--- src/rtl/pt_walker_pkg.sv ---
package pt_walker_pkg;
  // byte shift from entry index to entry address (4-byte entries)
  localparam int unsigned ENT_SHIFT = 2;

  // flag positions inside an entry
  localparam int unsigned BIT_V  = 0;
  localparam int unsigned BIT_R  = 1;
  localparam int unsigned BIT_WR = 2;
  localparam int unsigned BIT_X  = 3;
  localparam int unsigned BIT_U  = 4;
  localparam int unsigned FLAG_W = 5;

  localparam logic [1:0] ACC_READ  = 2'd0;
  localparam logic [1:0] ACC_WRITE = 2'd1;
  localparam logic [1:0] ACC_EXEC  = 2'd2;

  localparam logic [1:0] CAUSE_L1   = 2'd0;
  localparam logic [1:0] CAUSE_L2   = 2'd1;
  localparam logic [1:0] CAUSE_PERM = 2'd2;
  localparam logic [1:0] CAUSE_PRIV = 2'd3;

  typedef enum logic [2:0] {
    ST_IDLE,
    ST_L1_ADDR,
    ST_L1_DATA,
    ST_L2_ADDR,
    ST_L2_DATA,
    ST_DONE
  } walk_st_e;
endpackage

--- src/rtl/pt_base_reg.sv ---
module pt_base_reg #(
  parameter int unsigned ADDR_W = 32
) (
  input  logic              clk,
  input  logic              rst_n,
  input  logic              wr_en,
  input  logic [ADDR_W-1:0] wr_data,
  output logic [ADDR_W-1:0] base_q
);
  always_ff @(posedge clk) begin
    if (!rst_n)     base_q <= '0;
    else if (wr_en) base_q <= wr_data;
  end
endmodule

--- src/rtl/pt_entry_check.sv ---
module pt_entry_check
  import pt_walker_pkg::*;
(
  input  logic [FLAG_W-1:0] flags,
  input  logic [1:0]        acc,
  input  logic              kernel,
  output logic              fault,
  output logic [1:0]        cause
);
  logic grant;

  always_comb begin
    unique case (acc)
      ACC_READ:  grant = flags[BIT_R];
      ACC_WRITE: grant = flags[BIT_WR];
      ACC_EXEC:  grant = flags[BIT_X];
      default:   grant = 1'b0;
    endcase
  end

  // absent, then privilege, then access kind
  always_comb begin
    fault = 1'b1;
    cause = CAUSE_L1;
    if (!flags[BIT_V])                 cause = CAUSE_L2;
    else if (!kernel && !flags[BIT_U]) cause = CAUSE_PRIV;
    else if (!grant)                   cause = CAUSE_PERM;
    else                               fault = 1'b0;
  end
endmodule

--- src/rtl/pt_walk_ctrl.sv ---
module pt_walk_ctrl
  import pt_walker_pkg::*;
#(
  parameter int unsigned ADDR_W = 32,
  parameter int unsigned OFF_W  = 12,
  parameter int unsigned IDX_W  = 10
) (
  input  logic                    clk,
  input  logic                    rst_n,
  input  logic [ADDR_W-1:0]       base_q,
  input  logic                    req_valid,
  output logic                    req_ready,
  input  logic [ADDR_W-1:0]       req_vaddr,
  input  logic [1:0]              req_acc,
  input  logic                    req_kernel,
  output logic                    mem_req_valid,
  input  logic                    mem_req_ready,
  output logic [ADDR_W-1:0]       mem_req_addr,
  input  logic                    mem_rsp_valid,
  output logic                    mem_rsp_ready,
  input  logic [ADDR_W-OFF_W-1:0] ent_frame,
  input  logic                    ent_valid,
  input  logic                    chk_fault,
  input  logic [1:0]              chk_cause,
  output logic [1:0]              acc_q,
  output logic                    kern_q,
  output logic                    rsp_valid,
  input  logic                    rsp_ready,
  output logic                    rsp_fault,
  output logic [1:0]              rsp_cause,
  output logic [ADDR_W-1:0]       rsp_paddr,
  output logic [ADDR_W-1:0]       rsp_vaddr
);
  walk_st_e          st;
  logic [ADDR_W-1:0] va_q;
  logic [ADDR_W-1:0] tbl_q;
  logic [IDX_W-1:0]  idx_sel;

  always_ff @(posedge clk) begin
    if (!rst_n) begin
      st        <= ST_IDLE;
      va_q      <= '0;
      tbl_q     <= '0;
      acc_q     <= ACC_READ;
      kern_q    <= 1'b0;
      rsp_fault <= 1'b0;
      rsp_cause <= CAUSE_L1;
      rsp_paddr <= '0;
    end else begin
      unique case (st)
        ST_IDLE: if (req_valid) begin
          va_q   <= req_vaddr;
          acc_q  <= req_acc;
          kern_q <= req_kernel;
          tbl_q  <= base_q;
          st     <= ST_L1_ADDR;
        end
        ST_L1_ADDR: if (mem_req_ready) st <= ST_L1_DATA;
        ST_L1_DATA: if (mem_rsp_valid) begin
          if (!ent_valid) begin
            rsp_fault <= 1'b1;
            rsp_cause <= CAUSE_L1;
            rsp_paddr <= '0;
            st        <= ST_DONE;
          end else begin
            tbl_q <= {ent_frame, {OFF_W{1'b0}}};
            st    <= ST_L2_ADDR;
          end
        end
        ST_L2_ADDR: if (mem_req_ready) st <= ST_L2_DATA;
        ST_L2_DATA: if (mem_rsp_valid) begin
          rsp_fault <= chk_fault;
          rsp_cause <= chk_cause;
          rsp_paddr <= chk_fault ? '0 : {ent_frame, va_q[OFF_W-1:0]};
          st        <= ST_DONE;
        end
        ST_DONE: if (rsp_ready) st <= ST_IDLE;
        default: st <= ST_IDLE;
      endcase
    end
  end

  always_comb begin
    idx_sel       = (st == ST_L1_ADDR) ? va_q[ADDR_W-1 -: IDX_W] : va_q[OFF_W +: IDX_W];
    mem_req_addr  = tbl_q + (ADDR_W'(idx_sel) << ENT_SHIFT);
    mem_req_valid = (st == ST_L1_ADDR) || (st == ST_L2_ADDR);
    mem_rsp_ready = (st == ST_L1_DATA) || (st == ST_L2_DATA);
    req_ready     = (st == ST_IDLE);
    rsp_valid     = (st == ST_DONE);
    rsp_vaddr     = va_q;
  end
endmodule

--- src/rtl/pt_walker.sv ---
module pt_walker
  import pt_walker_pkg::*;
#(
  parameter int unsigned ADDR_W = 32,
  parameter int unsigned OFF_W  = 12,
  parameter int unsigned IDX_W  = (ADDR_W - OFF_W) / 2
) (
  input  logic              clk,
  input  logic              rst_n,
  input  logic              base_wr_en,
  input  logic [ADDR_W-1:0] base_wr_data,
  input  logic              req_valid,
  output logic              req_ready,
  input  logic [ADDR_W-1:0] req_vaddr,
  input  logic [1:0]        req_acc,
  input  logic              req_kernel,
  output logic              mem_req_valid,
  input  logic              mem_req_ready,
  output logic [ADDR_W-1:0] mem_req_addr,
  input  logic              mem_rsp_valid,
  output logic              mem_rsp_ready,
  input  logic [ADDR_W-1:0] mem_rsp_data,
  output logic              rsp_valid,
  input  logic              rsp_ready,
  output logic              rsp_fault,
  output logic [1:0]        rsp_cause,
  output logic [ADDR_W-1:0] rsp_paddr,
  output logic [ADDR_W-1:0] rsp_vaddr
);
  logic [ADDR_W-1:0] base_q;
  logic [1:0]        acc_q;
  logic              kern_q;
  logic              chk_fault;
  logic [1:0]        chk_cause;

  pt_base_reg #(.ADDR_W(ADDR_W)) u_base (
    .clk     (clk),
    .rst_n   (rst_n),
    .wr_en   (base_wr_en),
    .wr_data (base_wr_data),
    .base_q  (base_q)
  );

  pt_entry_check u_check (
    .flags  (mem_rsp_data[FLAG_W-1:0]),
    .acc    (acc_q),
    .kernel (kern_q),
    .fault  (chk_fault),
    .cause  (chk_cause)
  );

  pt_walk_ctrl #(.ADDR_W(ADDR_W), .OFF_W(OFF_W), .IDX_W(IDX_W)) u_ctrl (
    .clk           (clk),
    .rst_n         (rst_n),
    .base_q        (base_q),
    .req_valid     (req_valid),
    .req_ready     (req_ready),
    .req_vaddr     (req_vaddr),
    .req_acc       (req_acc),
    .req_kernel    (req_kernel),
    .mem_req_valid (mem_req_valid),
    .mem_req_ready (mem_req_ready),
    .mem_req_addr  (mem_req_addr),
    .mem_rsp_valid (mem_rsp_valid),
    .mem_rsp_ready (mem_rsp_ready),
    .ent_frame     (mem_rsp_data[ADDR_W-1:OFF_W]),
    .ent_valid     (mem_rsp_data[BIT_V]),
    .chk_fault     (chk_fault),
    .chk_cause     (chk_cause),
    .acc_q         (acc_q),
    .kern_q        (kern_q),
    .rsp_valid     (rsp_valid),
    .rsp_ready     (rsp_ready),
    .rsp_fault     (rsp_fault),
    .rsp_cause     (rsp_cause),
    .rsp_paddr     (rsp_paddr),
    .rsp_vaddr     (rsp_vaddr)
  );
endmodule

--- config.mk ---
export PLATFORM = sky130hd
export DESIGN_NAME = pt_walker
export DESIGN_NICKNAME = d
export VERILOG_FILES = /design/src/rtl/pt_walker_pkg.sv /design/src/rtl/pt_base_reg.sv /design/src/rtl/pt_entry_check.sv /design/src/rtl/pt_walk_ctrl.sv /design/src/rtl/pt_walker.sv
export SDC_FILE = /design/constraint.sdc
export NUM_CORES = 1
export LEC_CHECK = 0
export ABC_AREA = 1
export ABC_CLOCK_PERIOD_IN_PS = 4600
export CORE_AREA = 3 3 107 109
export DETAILED_ROUTE_END_ITERATION = 7
export DIE_AREA = 0 0 110 112
export DONT_BUFFER_PORTS = 1
export HOLD_SLACK_MARGIN = 0.08
export PLACE_DENSITY = 0.86
export SYNTH_ARGS = -nofsm -noshare
export SYNTH_HDL_FRONTEND = slang
export SYNTH_SLANG_ARGS = --single-unit
--- constraint.sdc ---
create_clock -name clk -period 4.6 [get_ports clk]
set_clock_uncertainty 0.05 [all_clocks]
set_input_delay 0.46 -clock clk [delete_from_list [all_inputs] [get_ports clk]]
set_output_delay 0.46 -clock clk [all_outputs]
set_load 0.05 [all_outputs]
==> flow_summary_export.csv <==
group,metric,value,unit
timing,tns,0,ns
detailed_routing,met2WireLength,11010,um
power,p_per_area,619.2,nW/um^2
hold_path,worst_hold_path.endpoint,"u_base.base_q[27]",
power,power.switching,2.564,mW
power,ir_worst_vdd,0.4662,mV
critical_path,crit_chain,"inv_2 -> nand3_1 -> buf_4 -> nand2_1 -> o21ai_0 -> ha_1 -> inv_1 -> fa_1 -> inv_1 -> nand3_1 -> nand3_1 -> nand4_1 -> nand2_1 -> nand3_1 -> nand2_1",
critical_path,start_kind,"flop",
timing,hold_viol,0,
timing,rsz0062_at_grt,"false",
yosys,async_reset_ff_frac,0,
floorplan,die_w,110,um
critical_path,cp.required,4.09,ns
floorplan,die-area,12320,um^2
yosys,synth.distinct_cells,32,
clock_network,cts_tree,"yes",
floorplan,num_io_pins,209,
yosys,synth_area,6706,um^2
power,p_leak,3.948,nW
critical_path,r2r_slack,1.88,ns
power,swShare,0.4866,
detailed_routing,met1_length,8624,um
detailed_routing,drt_iter0_drc,676,
critical_path,cpPeakStageDelay,0.48,ns
clock_network,cts_made_buffers,17,
hold_path,hp-class,"in -> reg",
layout,finalNetCount,1249,
timing,period_share,0.9108,
detailed_routing,routed_wl,22890,um
power,p_clk_frac,0.259,
timing,slew_headroom,0.2467,
critical_path,arrival,3.68,ns
timing,hold_ws,0.07737,ns
layout,syn_to_final_growth,26.90,%
layout,design_area,8511,um^2
power,pwr-share-comb,0.376,
timing,period_needed,4.190,ns
clock_network,cts.sinks,137,
layout,mostFrequentLayoutCells,"nand2_1, nor2_1, dfxtp_1",
layout,final_common_cell,"nand2_1",
yosys,avgSynthCellArea,6.492,um^2
yosys,syn_inst,1033,
placed_design,gp_congestion,0.9787,
clock_network,clk_latency,0.53,ns
detailed_routing,first_pass_iters,6,
yosys,synth_edf_count,0,
critical_path,slowest_stage,"dfxtp_1",
global_route,antenna_found_initial,3,
power,total_power,5.270,mW
clock_network,ctsLongestPathBuffers,2,
critical_path,cp_common_cell,"nand3_1",
detailed_routing,vias,7399,
yosys,synth-main-ff-cell,"dfxtp_1",
outcome,outcome,"finished, final reports clean",
critical_path,crit_fanout,22,
floorplan,placementRows,38,
detailed_routing,drcViolationCount,0,
critical_path,worstReg2RegEnd,"u_ctrl.rsp_paddr[2]",
flow_run,cap_violations,0,
power,internal_power,2.706,mW
floorplan,die_h,112,um
hold_path,min_from,"base_wr_en",
timing,worst_pin_slew,1.129,ns
critical_path,path_delay_family,"simple AND/OR/NAND/NOR gates",
placed_design,numPortBuffers,0,
critical_path,critPathBufInv,4,
global_route,grt-ovfl-total,0,
yosys,yosysWarnings,0,
critical_path,worstRegToRegCells,6,
critical_path,path_class,"reg -> out",
timing,slew_viol_final,0,
layout,drive_gt1_frac,0.05852,
timing,finalSetupViolCount,0,
global_route,grt_pass1_wl,36420,um
detailed_routing,top_layer,"met4",
detailed_routing,route.met3.wl,2218,um
detailed_routing,via_per_inst,5.745,
detailed_routing,wl_per_cell,17.77,um
floorplan,start_util,0.6269,
hold_path,whs_path_depth,2,
global_route,grt_pass1_vias,7218,
yosys,synth.net_count,1150,
yosys,synth-seq-cells,137,
detailed_routing,postRouteAntennaNets,0,
clock_network,cts.htree.levels,4,
global_route,grt_usage,0.3747,
critical_path,cp-end-kind,"output pin",
placed_design,place_area,6778,um^2
power,seq_power_share,0.365,
critical_path,r2r-start,"u_ctrl.st[2]",
floorplan,core,10700,um^2
placed_design,dp_hpwl,12690,um
timing,max_clock_freq,238.7,MHz
global_route,grt_max_degree,90,
critical_path,critPathLaunch,"u_ctrl.st[2]",
clock_network,clkTransAtPathRegs,0.07,ns
clock_network,root_buffer,"clkbuf_8",
yosys,seq_area_frac_synth,0.4090,
-- power groups by stage --
stage	clock, mW	sequential, mW	combinational, mW
after floorplan	0	1.87	1.51
after global placement	0	1.92	1.78
after detailed placement	0	1.93	1.81
after CTS	1.35	1.91	1.92
after global routing	1.42	1.94	2.15
final	1.37	1.92	1.98
-- layout make-up --
class / instances / area, um^2
multi-input combinational: 759 / 3402
sequential: 137 / 2743
fill: 679 / 2187
timing repair buffer: 129 / 1266
clock buffer: 18 / 427.9
inverter: 88 / 330.3
tap: 140 / 175.2
clock inverter: 14 / 158.9
antenna: 3 / 7.507
-- layer usage --
layer	up-vias	global-route usage
li1	3449	-
met1	3374	0.4570
met2	474	0.6040
met3	102	0.09797
met4	0	0.1887
met5	-	0
-- flip-flops by register name (all words and copies together), names as in the netlist --
signal and flops:
u_ctrl.st 3, u_ctrl.tbl_q 32, u_ctrl.rsp_paddr 32, u_base.base_q 32, u_ctrl.rsp_cause 2, u_ctrl.rsp_fault 1, u_ctrl.rsp_vaddr 32, u_ctrl.kern_q 1
u_ctrl.acc_q 2
-- worst reg2reg max path, stage by stage (launching register included) --
cell and delay (ns):
dfxtp_1 0.39, inv_2 0.16, nand3_4 0.42, nand2_2 0.48, nand3_2 0.65, nand2_1 0.34, a21oi_1 0.11
-- what timing repair did --
| action | CTS | global route |
|---|---|---|
| setup buffers | 0 | 0 |
| endpoints found under the hold margin | 110 | 0 |
| hold buffers | 112 | 0 |
| endpoints found under the setup margin | 0 | 0 |
| gates resized for setup | 0 | 0 |
-- cells in the mapped netlist (3+ instances only) --
master / n / share of area
inv_1: 83 / 0.046
buf_4: 4 / 0.0045
o21ai_0: 79 / 0.059
nor2_1: 179 / 0.10
nand2_1: 326 / 0.18
buf_2: 14 / 0.010
clkbuf_1: 26 / 0.015
inv_2: 5 / 0.0028
nor3_1: 11 / 0.0082
nand4_1: 12 / 0.011
ha_1: 10 / 0.019
a21oi_1: 62 / 0.046
xor2_1: 11 / 0.014
dfxtp_1: 137 / 0.41
buf_6: 3 / 0.0050
nand3_1: 49 / 0.037
-- kinds of logic (layout without fill, tap and decap cells) --
family                   Yosys count  count (layout)  synth area share
AO/OA/AOI/OAI                    144             144            0.1091
XOR/XNOR                          12              12           0.01567
adder cells (fa/ha/maj)           11              11           0.02164
buffers and inverters            137             249           0.08489
flip-flops                       137             137            0.4090
other                              0               3                 0
AND/OR/NAND/NOR                  592             592            0.3597
-- worst max-delay path by stage --
| stage | endpoint | depth (start not counted) | slack [ns] |
|---|---|---|---|
| final | mem_req_addr[30] | 15 | 0.41 |
| after global routing | mem_req_addr[18] | 15 | 0.14 |
| after global placement | mem_req_addr[30] | 14 | 1.05 |
| after detailed placement | mem_req_addr[30] | 15 | 1.0 |
| after CTS | mem_req_addr[30] | 15 | 0.44 |
| after floorplan | mem_req_addr[14] | 14 | 1.04 |
-- stage by stage --
stage | setup WS [ns] | utilization | cells
6_report | 0.4102 | 0.7956 | 1288
5_1_grt | 0.1379 | 0.7956 | 1288
4_1_cts | 0.4448 | 0.7949 | 1285
3_5_place_dp | 0.9996 | 0.6336 | 1141
3_3_place_gp | 1.047 | 0.6336 | 1141
2_1_floorplan | 1.036 | - | 1033
Note: power is estimated with default switching activity, not from simulation.
